--- src/rtl/rdiv_pkg.sv ---
package rdiv_pkg;

    typedef enum logic [1:0] {
        ST_IDLE  = 2'd0,
        ST_CHECK = 2'd1,
        ST_ITER  = 2'd2
    } rdiv_state_e;

endpackage

--- src/rtl/rdiv_addsub.sv ---
module rdiv_addsub #(
    parameter int W = 5
) (
    input  logic [W-1:0] a_i,
    input  logic [W-1:0] b_i,
    input  logic         sub_i,
    output logic [W-1:0] sum_o,
    output logic         carry_o
);

    logic [W-1:0] b_x;
    logic [W:0]   c;

    // complementer: ones' complement of b when subtracting, carry-in supplies the +1
    assign b_x  = b_i ^ {W{sub_i}};
    assign c[0] = sub_i;

    for (genvar i = 0; i < W; i++) begin : g_fa
        assign sum_o[i] = a_i[i] ^ b_x[i] ^ c[i];
        assign c[i+1]   = (a_i[i] & b_x[i]) | (c[i] & (a_i[i] ^ b_x[i]));
    end

    assign carry_o = c[W];

endmodule

--- src/rtl/rdiv_seq_counter.sv ---
module rdiv_seq_counter #(
    parameter int LIMIT = 5
) (
    input  logic clk,
    input  logic rst_n,
    input  logic load_i,
    input  logic dec_i,
    output logic last_o
);

    localparam int CW = $clog2(LIMIT + 1);

    logic [CW-1:0] cnt_d, cnt_q;

    always_comb begin
        cnt_d = cnt_q;
        if (load_i) begin
            cnt_d = CW'(LIMIT);
        end else if (dec_i) begin
            cnt_d = cnt_q - CW'(1);
        end
    end

    always_ff @(posedge clk or negedge rst_n) begin
        if (!rst_n) begin
            cnt_q <= '0;
        end else begin
            cnt_q <= cnt_d;
        end
    end

    assign last_o = (cnt_q == CW'(1));

    // a step is never taken with the count exhausted
    a_r4_count_nonzero: assert property (@(posedge clk) disable iff (!rst_n)
        dec_i |-> (cnt_q != '0));

    // a load always yields the full number of quotient steps
    a_r4_load_full: assert property (@(posedge clk) disable iff (!rst_n)
        load_i |=> (cnt_q == CW'(LIMIT)));

endmodule

--- src/rtl/rdiv_sm_divider.sv ---
module rdiv_sm_divider
    import rdiv_pkg::*;
#(
    parameter int MAG_W = 5
) (
    input  logic                 clk,
    input  logic                 rst_n,
    input  logic                 start_i,
    input  logic                 dvd_sign_i,
    input  logic [2*MAG_W-1:0]   dvd_mag_i,
    input  logic                 dvs_sign_i,
    input  logic [MAG_W-1:0]     dvs_mag_i,
    output logic                 busy_o,
    output logic                 done_o,
    output logic                 ovf_o,
    output logic                 quo_sign_o,
    output logic [MAG_W-1:0]     quo_mag_o,
    output logic                 rem_sign_o,
    output logic [MAG_W-1:0]     rem_mag_o
);

    localparam int DVD_W = 2 * MAG_W;

    typedef struct packed {
        rdiv_state_e      st;
        logic [MAG_W-1:0] acc;
        logic [MAG_W-1:0] quo;
        logic [MAG_W-1:0] dvs;
        logic             qs;
        logic             rs;
        logic             ovf;
        logic             done;
    } regs_t;

    regs_t r_d, r_q;

    logic             sh_e;
    logic [MAG_W-1:0] sh_acc;
    logic [MAG_W-1:0] sh_quo;
    logic [MAG_W-1:0] add_a;
    logic [MAG_W-1:0] add_sum;
    logic             add_carry;
    logic             ctr_load;
    logic             ctr_dec;
    logic             ctr_last;

    // left shift of the carry/remainder/quotient chain; 0 enters the quotient LSB
    assign sh_e   = r_q.acc[MAG_W-1];
    assign sh_acc = {r_q.acc[MAG_W-2:0], r_q.quo[MAG_W-1]};
    assign sh_quo = {r_q.quo[MAG_W-2:0], 1'b0};

    // overflow test uses the unshifted high half, steps use the shifted remainder
    assign add_a = (r_q.st == ST_CHECK) ? r_q.acc : sh_acc;

    rdiv_addsub #(.W(MAG_W)) i_addsub (
        .a_i     (add_a),
        .b_i     (r_q.dvs),
        .sub_i   (1'b1),
        .sum_o   (add_sum),
        .carry_o (add_carry)
    );

    rdiv_seq_counter #(.LIMIT(MAG_W)) i_counter (
        .clk    (clk),
        .rst_n  (rst_n),
        .load_i (ctr_load),
        .dec_i  (ctr_dec),
        .last_o (ctr_last)
    );

    always_comb begin
        r_d      = r_q;
        r_d.done = 1'b0;
        ctr_load = 1'b0;
        ctr_dec  = 1'b0;
        unique case (r_q.st)
            ST_IDLE: begin
                if (start_i) begin
                    r_d.acc = dvd_mag_i[DVD_W-1:MAG_W];
                    r_d.quo = dvd_mag_i[MAG_W-1:0];
                    r_d.dvs = dvs_mag_i;
                    r_d.qs  = dvd_sign_i ^ dvs_sign_i;
                    r_d.rs  = dvd_sign_i;
                    r_d.ovf = 1'b0;
                    r_d.st  = ST_CHECK;
                end
            end
            ST_CHECK: begin
                if (add_carry) begin
                    // high half >= divisor: abort, remainder register left untouched
                    r_d.ovf  = 1'b1;
                    r_d.done = 1'b1;
                    r_d.st   = ST_IDLE;
                end else begin
                    // difference discarded, so the restore is free
                    ctr_load = 1'b1;
                    r_d.st   = ST_ITER;
                end
            end
            ST_ITER: begin
                ctr_dec = 1'b1;
                r_d.quo = sh_quo;
                if (sh_e || add_carry) begin
                    r_d.acc    = add_sum;
                    r_d.quo[0] = 1'b1;
                end else begin
                    r_d.acc = sh_acc;
                end
                if (ctr_last) begin
                    r_d.done = 1'b1;
                    r_d.st   = ST_IDLE;
                end
            end
            default: begin
                r_d.st = ST_IDLE;
            end
        endcase
    end

    always_ff @(posedge clk or negedge rst_n) begin
        if (!rst_n) begin
            r_q <= '0;
        end else begin
            r_q <= r_d;
        end
    end

    assign busy_o     = (r_q.st != ST_IDLE);
    assign done_o     = r_q.done;
    assign ovf_o      = r_q.ovf;
    assign quo_sign_o = r_q.qs;
    assign quo_mag_o  = r_q.quo;
    assign rem_sign_o = r_q.rs;
    assign rem_mag_o  = r_q.acc;

    a_r7_done_pulse: assert property (@(posedge clk) disable iff (!rst_n)
        done_o |=> !done_o);

    a_r7_done_idle: assert property (@(posedge clk) disable iff (!rst_n)
        done_o |-> !busy_o);

    a_r2_start_busy: assert property (@(posedge clk) disable iff (!rst_n)
        (!busy_o && start_i) |=> busy_o);

    a_r3_ovf_with_done: assert property (@(posedge clk) disable iff (!rst_n)
        $rose(ovf_o) |-> done_o);

    a_r3_zero_divisor: assert property (@(posedge clk) disable iff (!rst_n)
        (r_q.st == ST_CHECK && r_q.dvs == '0) |=> (ovf_o && done_o));

    a_r5_sign_steady: assert property (@(posedge clk) disable iff (!rst_n)
        (r_q.st == ST_ITER) |=> ($stable(quo_sign_o) && $stable(rem_sign_o)));

    a_r10_hold: assert property (@(posedge clk) disable iff (!rst_n)
        (!busy_o && !start_i) |=> ($stable(quo_mag_o) && $stable(rem_mag_o) && $stable(ovf_o)));

endmodule

--- config.mk ---
export PLATFORM = sky130hd
export DESIGN_NAME = rdiv_sm_divider
export DESIGN_NICKNAME = d
export VERILOG_FILES = /design/src/rtl/rdiv_pkg.sv /design/src/rtl/rdiv_addsub.sv /design/src/rtl/rdiv_seq_counter.sv /design/src/rtl/rdiv_sm_divider.sv
export SDC_FILE = /design/constraint.sdc
export NUM_CORES = 1
export LEC_CHECK = 0
export CAP_MARGIN = 20
export CELL_PAD_IN_SITES_DETAIL_PLACEMENT = 1
export CELL_PAD_IN_SITES_GLOBAL_PLACEMENT = 2
export CORE_MARGIN = 3
export CORE_UTILIZATION = 34
export DETAILED_ROUTE_END_ITERATION = 8
export GPL_ROUTABILITY_DRIVEN = 0
export PLACE_DENSITY_LB_ADDON = 0.15
export SYNTH_ARGS = -nofsm -noshare
export SYNTH_HDL_FRONTEND = slang
export SYNTH_SLANG_ARGS = --single-unit
--- constraint.sdc ---
create_clock -name clk -period 7.1 [get_ports clk]
set_input_delay 1.065 -clock clk [delete_from_list [all_inputs] [get_ports clk]]
set_output_delay 1.065 -clock clk [all_outputs]
set_load 0.03 [all_outputs]
**Word-level counts from Yosys, hierarchy flattened**

Cells that the tools add are included.

- Add/subtract/negate cells: 1
- Equal/unequal tests: 6
- Muxes and demuxes: 17
- Bitwise logic cells: 26
- Reduce and logical (&&, ||, !) cells: 10

Operators by type and width:

| operator | number |
|---|---|
| 20-bit 2-to-1 mux | 1 |
| 10-bit case mux with 2 select lines | 1 |
| 5-bit 2-to-1 mux | 2 |
| 1-bit XOR | 10 |
| 1-bit AND | 9 |
| 2-bit nonzero test | 4 |
| 2-bit 2-to-1 mux | 3 |
| 3-bit 2-to-1 mux | 2 |
| 2-bit != test (second input constant) | 3 |
| 2-bit case mux with 3 select lines | 1 |
| 2-bit AND reduction | 3 |
| 1-bit 2-to-1 mux | 5 |
| 5-bit NOT | 1 |
| 1-bit OR | 5 |
| 1-bit case mux with 2 select lines | 2 |
| 3-bit by 1-bit equality test with 1-bit output (second input constant) | 1 |
| 3-bit AND reduction | 1 |
| 3-bit by 1-bit subtractor with 3-bit output (second input constant) | 1 |
| 2-bit by 1-bit equality test with 1-bit output (second input constant) | 1 |
| 2-bit equality test (second input constant) | 1 |
| 2-bit zero test | 1 |
| 1-bit logical OR | 1 |
| 1-bit NOT | 1 |

- Register bits: 24
- Input bits: 20
- Output and inout bits: 15
- Logic and storage cells: 69

**Longest topological paths before layout**

- Depth after elaboration: 15
- Depth in mapped cells: 17
- Gate-level depth less buffers: 15

**Cells and area by module**

Synthesis repeated with hierarchy kept, for this count alone.

- Cells, all modules: 160
- Area total of the unflattened synthesis: 1,661.6 um^2

Modules (own cells, without submodules):

| module | times used | cells an instance | area an instance (um^2) | sequential area each (um^2) |
|---|---|---|---|---|
| rdiv_sm_divider | 1 | 127 | 1,312.5 | 525.5 |
| rdiv_seq_counter | 1 | 16 | 180.2 | 75.1 |
| rdiv_addsub | 1 | 17 | 168.9 | 0.0 |

**Least setup slack after synthesis**

Ideal clock, no wire load.

- Path kind: register to register
- Start point: register r_q[20] in the netlist's numbering
- End point: register r_q, in the netlist rem_mag_o[2]
- Setup time: 123 ps
- Arrival: 2,961 ps
- Data required time: 6,977 ps
- Slack: 4,017 ps
- Stages on the path, launching flop included: 15
- Path buffers: 1
- Clock period less this slack: 3,083 ps
- Cells stage by stage: dfrtp_1 -> inv_1 -> ha_1 -> buf_2 -> mux2_2 -> fa_1 -> inv_1 -> fa_1 -> inv_1 -> fa_1 -> inv_1 -> fa_1 -> nor3b_1 -> a211oi_1 -> o221a_2

- Cells in the longest elaborated chain, start to end: 15
- Elaborated cells between the ends (all ways): 30
- Classes of those cells: 3 x eq/ne; 3 x mux; 20 x bitwise; 4 x reduce/logical

Ends and longest elaborated chain:

| element | RTL line | RTL |
|---|---|---|
| start: declaration | rdiv_sm_divider.sv:35 | `regs_t r_d, r_q;` |
| start signal: assignment | rdiv_sm_divider.sv:124 | `r_q <= r_d;` |
| 2-bit by 1-bit equality test with 1-bit output | rdiv_sm_divider.sv:53 | `assign add_a = (r_q.st == ST_CHECK) ? r_q.acc : sh_acc;` |
| 5-bit 2-to-1 mux | rdiv_sm_divider.sv:53 |  |
| 1-bit AND / 1-bit XOR (equally long branches) | rdiv_addsub.sv:20 | `assign c[i+1] = (a_i[i] & b_x[i]) \| (c[i] & (a_i[i] ^ b_x[i]));` |
| 1-bit OR | rdiv_addsub.sv:20 |  |
| 1-bit AND | rdiv_addsub.sv:20 |  |
| 1-bit OR | rdiv_addsub.sv:20 |  |
| 1-bit AND | rdiv_addsub.sv:20 |  |
| 1-bit OR | rdiv_addsub.sv:20 |  |
| 1-bit AND | rdiv_addsub.sv:20 |  |
| 1-bit OR | rdiv_addsub.sv:20 |  |
| 1-bit AND | rdiv_addsub.sv:20 |  |
| 1-bit OR | rdiv_addsub.sv:20 |  |
| 1-bit logical OR | rdiv_sm_divider.sv:103 | `if (sh_e \|\| add_carry) begin` |
| 5-bit 2-to-1 mux | rdiv_sm_divider.sv:103 |  |
| 10-bit case mux with 2 select lines | rdiv_sm_divider.sv:76 | `unique case (r_q.st)` |

Parallel ways exist; a longest one is shown, timed or not.
A chain may end at the register's enable or synchronous reset.

**Worst setup path after layout**

- Start point: register r_q[20] in the netlist's numbering
- End point: register r_q, in the netlist rem_mag_o[1]

Same word-level chain as after synthesis.

==> metrics <==
# diodes 0; Chip Height between 70 and 80 um; final slew viol count 0; Slew HR between 40% and 50%; Max VDD drop ~0.2 mV; RSZ-0062 raised after global routing no; Initial Utilization a little over a third; Inserted Clock Buffers 3; reg2reg setup slack 3.62 ns; Flop pwr share around 27%; HPWL Detailed roughly 3 mm; Final Instance Area 0.00196 mm^2; largest area contributor in the synthesized netlist dfrtp_1; Worst R2R Path Depth 15; worst path required time ~7.3 ns; DP Area between 0.0015 and 0.002 mm^2; Min Clock Period, post-route ~3.5 ns; worst r2r src r_q[20]; area of the multi-input gates about 820 um^2; most frequent cells after synthesis 24 x dfrtp_1, 14 x inv_1, 13 x buf_4, 13 x mux2_2, 12 x a21oi_1; drt pass-1 iters 4; # setup viols final 0; Max stage delay on crit path roughly 0.39 ns; fillers 500; worst setup path category reg -> reg; Worst EP arrival roughly 3.6 ns; WL/cell 16.6 um; layout cells sized above 1 between 10% and 20%; Clk network pwr share about an eighth; slew of the pin with the lowest slew margin around 0.83 ns; post-CTS setup buffer count 0; Int Pwr roughly 540 uW; clk slew on worst S/H paths approximately 0.090 ns; die width approximately 75 um; number of global-route vias before repair 1,295; Critical R2R Capture rem_mag_o[1]; outcome completed; Skew-Pair Late Insertion Delay 0.27 ns; Setup crit end kind flip-flop; row count 24; Tot GR Track Use between 10 and 15%; Hold Slack roughly 0.50 ns; #FFs+latches synth 24; Avg Vias per Cell 5.32; register area share after synthesis a little under two fifths; Mapped Cells between 150 and 200; Area Overhead vs Synth 22.7%; fmax roughly 290 MHz; power density cells 497 mW/mm^2; clk buf depth 2; Top Family by Delay on Critical Path adder cells; Root Buffer clkbuf_8; largest net degree at the start of global routing 24; Final Routed Wirelength approximately 3.8 mm; top-area cell type share of the netlist area between 30 and 40%; Mapped Area roughly 0.0016 mm^2; final net count 210; Pleak a little over 0.8 nW; count leader, synth dfrtp_1; Synth Flop Type dfrtp_1; setup slack after layout approximately 3.6 ns; switching power of the nets 433 uW; Antenna Nets Post-Route 0; routed vias roughly 1,200; WP depth 15; port bufs 34; Overall Power ~980 uW; register area ~600 um^2; post_cts resized 0; Worst Skew 0.00371 ns; CP Capture Point rem_mag_o[1]; # clock sinks 24; Worst Hold Class reg -> reg; Buf/Inv on CP 5; Yosys Warn Count 0; slowest CP cell dfrtp_1; first-pass GRT wire length 6.27 mm; worst-path maximum fanout 9; total number of H-tree levels 1; fin crit share between 40% and 50%; core footprint approximately 0.0044 mm^2; crit-path cells inv_1 -> ha_1 -> mux2i_1 -> ha_1 -> inv_1 -> fa_1 -> inv_1 -> fa_1 -> inv_1 -> fa_1 -> inv_1 -> fa_1 -> nand2b_1 -> a221oi_1 -> nor3_1; DRC 0; die area about 0.0056 mm^2; Fin. Hold Viols 0; share of synthesized registers carrying an async set or reset between 90% and 100%; initial drt markers just under 50; Startpoint Class flip-flop; syn_nets around 190; sw frac roughly 44%; setup TNS 0 ns; initial antenna violation count 0; Comb pwr share between 60% and 70%; Max Cap Viol 0; CTS tree yes; Post-synth EDFFs 0; io pins 35; hold buffer count at cts 0; Place WS approximately 3.6 ns; syn_area_per_cell 10.1 um^2; Synth cell types 35; crit path from r_q[20]; GRT overflow 0; CP most frequent cell inv_1; ranking of synthesized cells by area dfrtp_1 38%, mux2_2 9.1%, buf_4 6.1%, fa_1 5.0%, ha_1 4.7%
[sequential cells by signal, indices dropped and copies added, names as in the netlist]
| signal | count |
|---|---|
| i_counter.cnt_q | 3 |
| done_o | 1 |
| rem_sign_o | 1 |
| rem_mag_o | 5 |
| quo_mag_o | 5 |
| quo_sign_o | 1 |
| ovf_o | 1 |
| r_q | 7 |
[power groups by stage]
stage	logic (mW)	clock network [mW]	registers (mW)
after floorplan	0.441	0	0.271
after global placement	0.571	0	0.268
after detailed placement	0.593	0	0.271
after CTS	0.597	0.128	0.269
after global routing	0.649	0.134	0.279
final	0.588	0.122	0.267
[cell families (layout without fill, tap and decap cells)]
logic type,Yosys count,count (layout),share of synthesized area (%)
adder cells (fa/ha/maj),10,10,9.69
AND/OR/NAND/NOR,29,29,10.3
AO/OA/AOI/OAI,41,41,16.6
multiplexers,20,20,13.5
XOR/XNOR,2,2,1.09
flip-flops,24,24,37.5
buffers and inverters,32,53,11.3
[worst min path at each step]
| stage | from | endpoint | cells past startpoint |
|---|---|---|---|
| floorplan | r_q[5] | r_q[5] | 1 |
| detailed placement | quo_sign_o | quo_sign_o | 2 |
| global placement | quo_sign_o | quo_sign_o | 2 |
| global route | quo_sign_o | quo_sign_o | 2 |
| CTS | quo_sign_o | quo_sign_o | 2 |
| finish | quo_sign_o | quo_sign_o | 2 |
[placed cells by master (no fill, tap or decap), drive strengths merged]
cell type and count:
o21a 1, a21oi 12, nor3b 5, o221a 2
mux2i 7, o221ai 1, nand2b 5, nand3b 1
xnor2 2, o211ai 1, buf 1, o22ai 10
a221oi 1, bufinv 1, and3b 1, nor3 2
nand2 6, a211oi 2, or2 2, and3 1
inv 14, nor2 5, ha 6, and2 1
a21o 2, a21boi 2, mux2 13, a21bo 1
a31oi 2, fa 4, clkdlybuf4s50 34, clkbuf 3
dfrtp 24, o21ai 4
[layer usage]
| layer | share of wire, % | up-vias | GRT usage, % |
|---|---|---|---|
| li1 | - | 585 | - |
| met1 | 45 | 620 | 19.3 |
| met2 | 51 | 23 | 24.8 |
| met3 | 3.4 | 2 | 3.07 |
| met4 | 0.55 | 0 | 3.36 |
| met5 | 0 | - | 0 |
[worst register-to-register path, cell delays in order (launching register included)]
cell and delay [ns]:
dfrtp_1 0.39, inv_1 0.10, ha_1 0.39, mux2i_1 0.23, ha_1 0.16, inv_1 0.05, fa_1 0.35, inv_1 0.07
fa_1 0.15, inv_1 0.05, fa_1 0.34, inv_1 0.07, fa_1 0.27, nand2b_1 0.24, a221oi_1 0.38, nor3_1 0.11
[stage by stage]
stage / instances / util, %
finish: 231 / 44.2
global route: 231 / 44.2
CTS: 231 / 44.2
detailed placement: 227 / 42.6
global placement: 226 / 42.3
floorplan: 158 / -
[area by class of cell]
class	count	area share, %
inverters	14	2.68
flip-flops and latches	24	30.6
multi-input cells	102	41.7
repair buffers	35	18.1
clock buffers	3	2.10
clock inverters	1	1.53
well taps	52	3.31
Note: power is estimated with default switching activity, not from simulation.
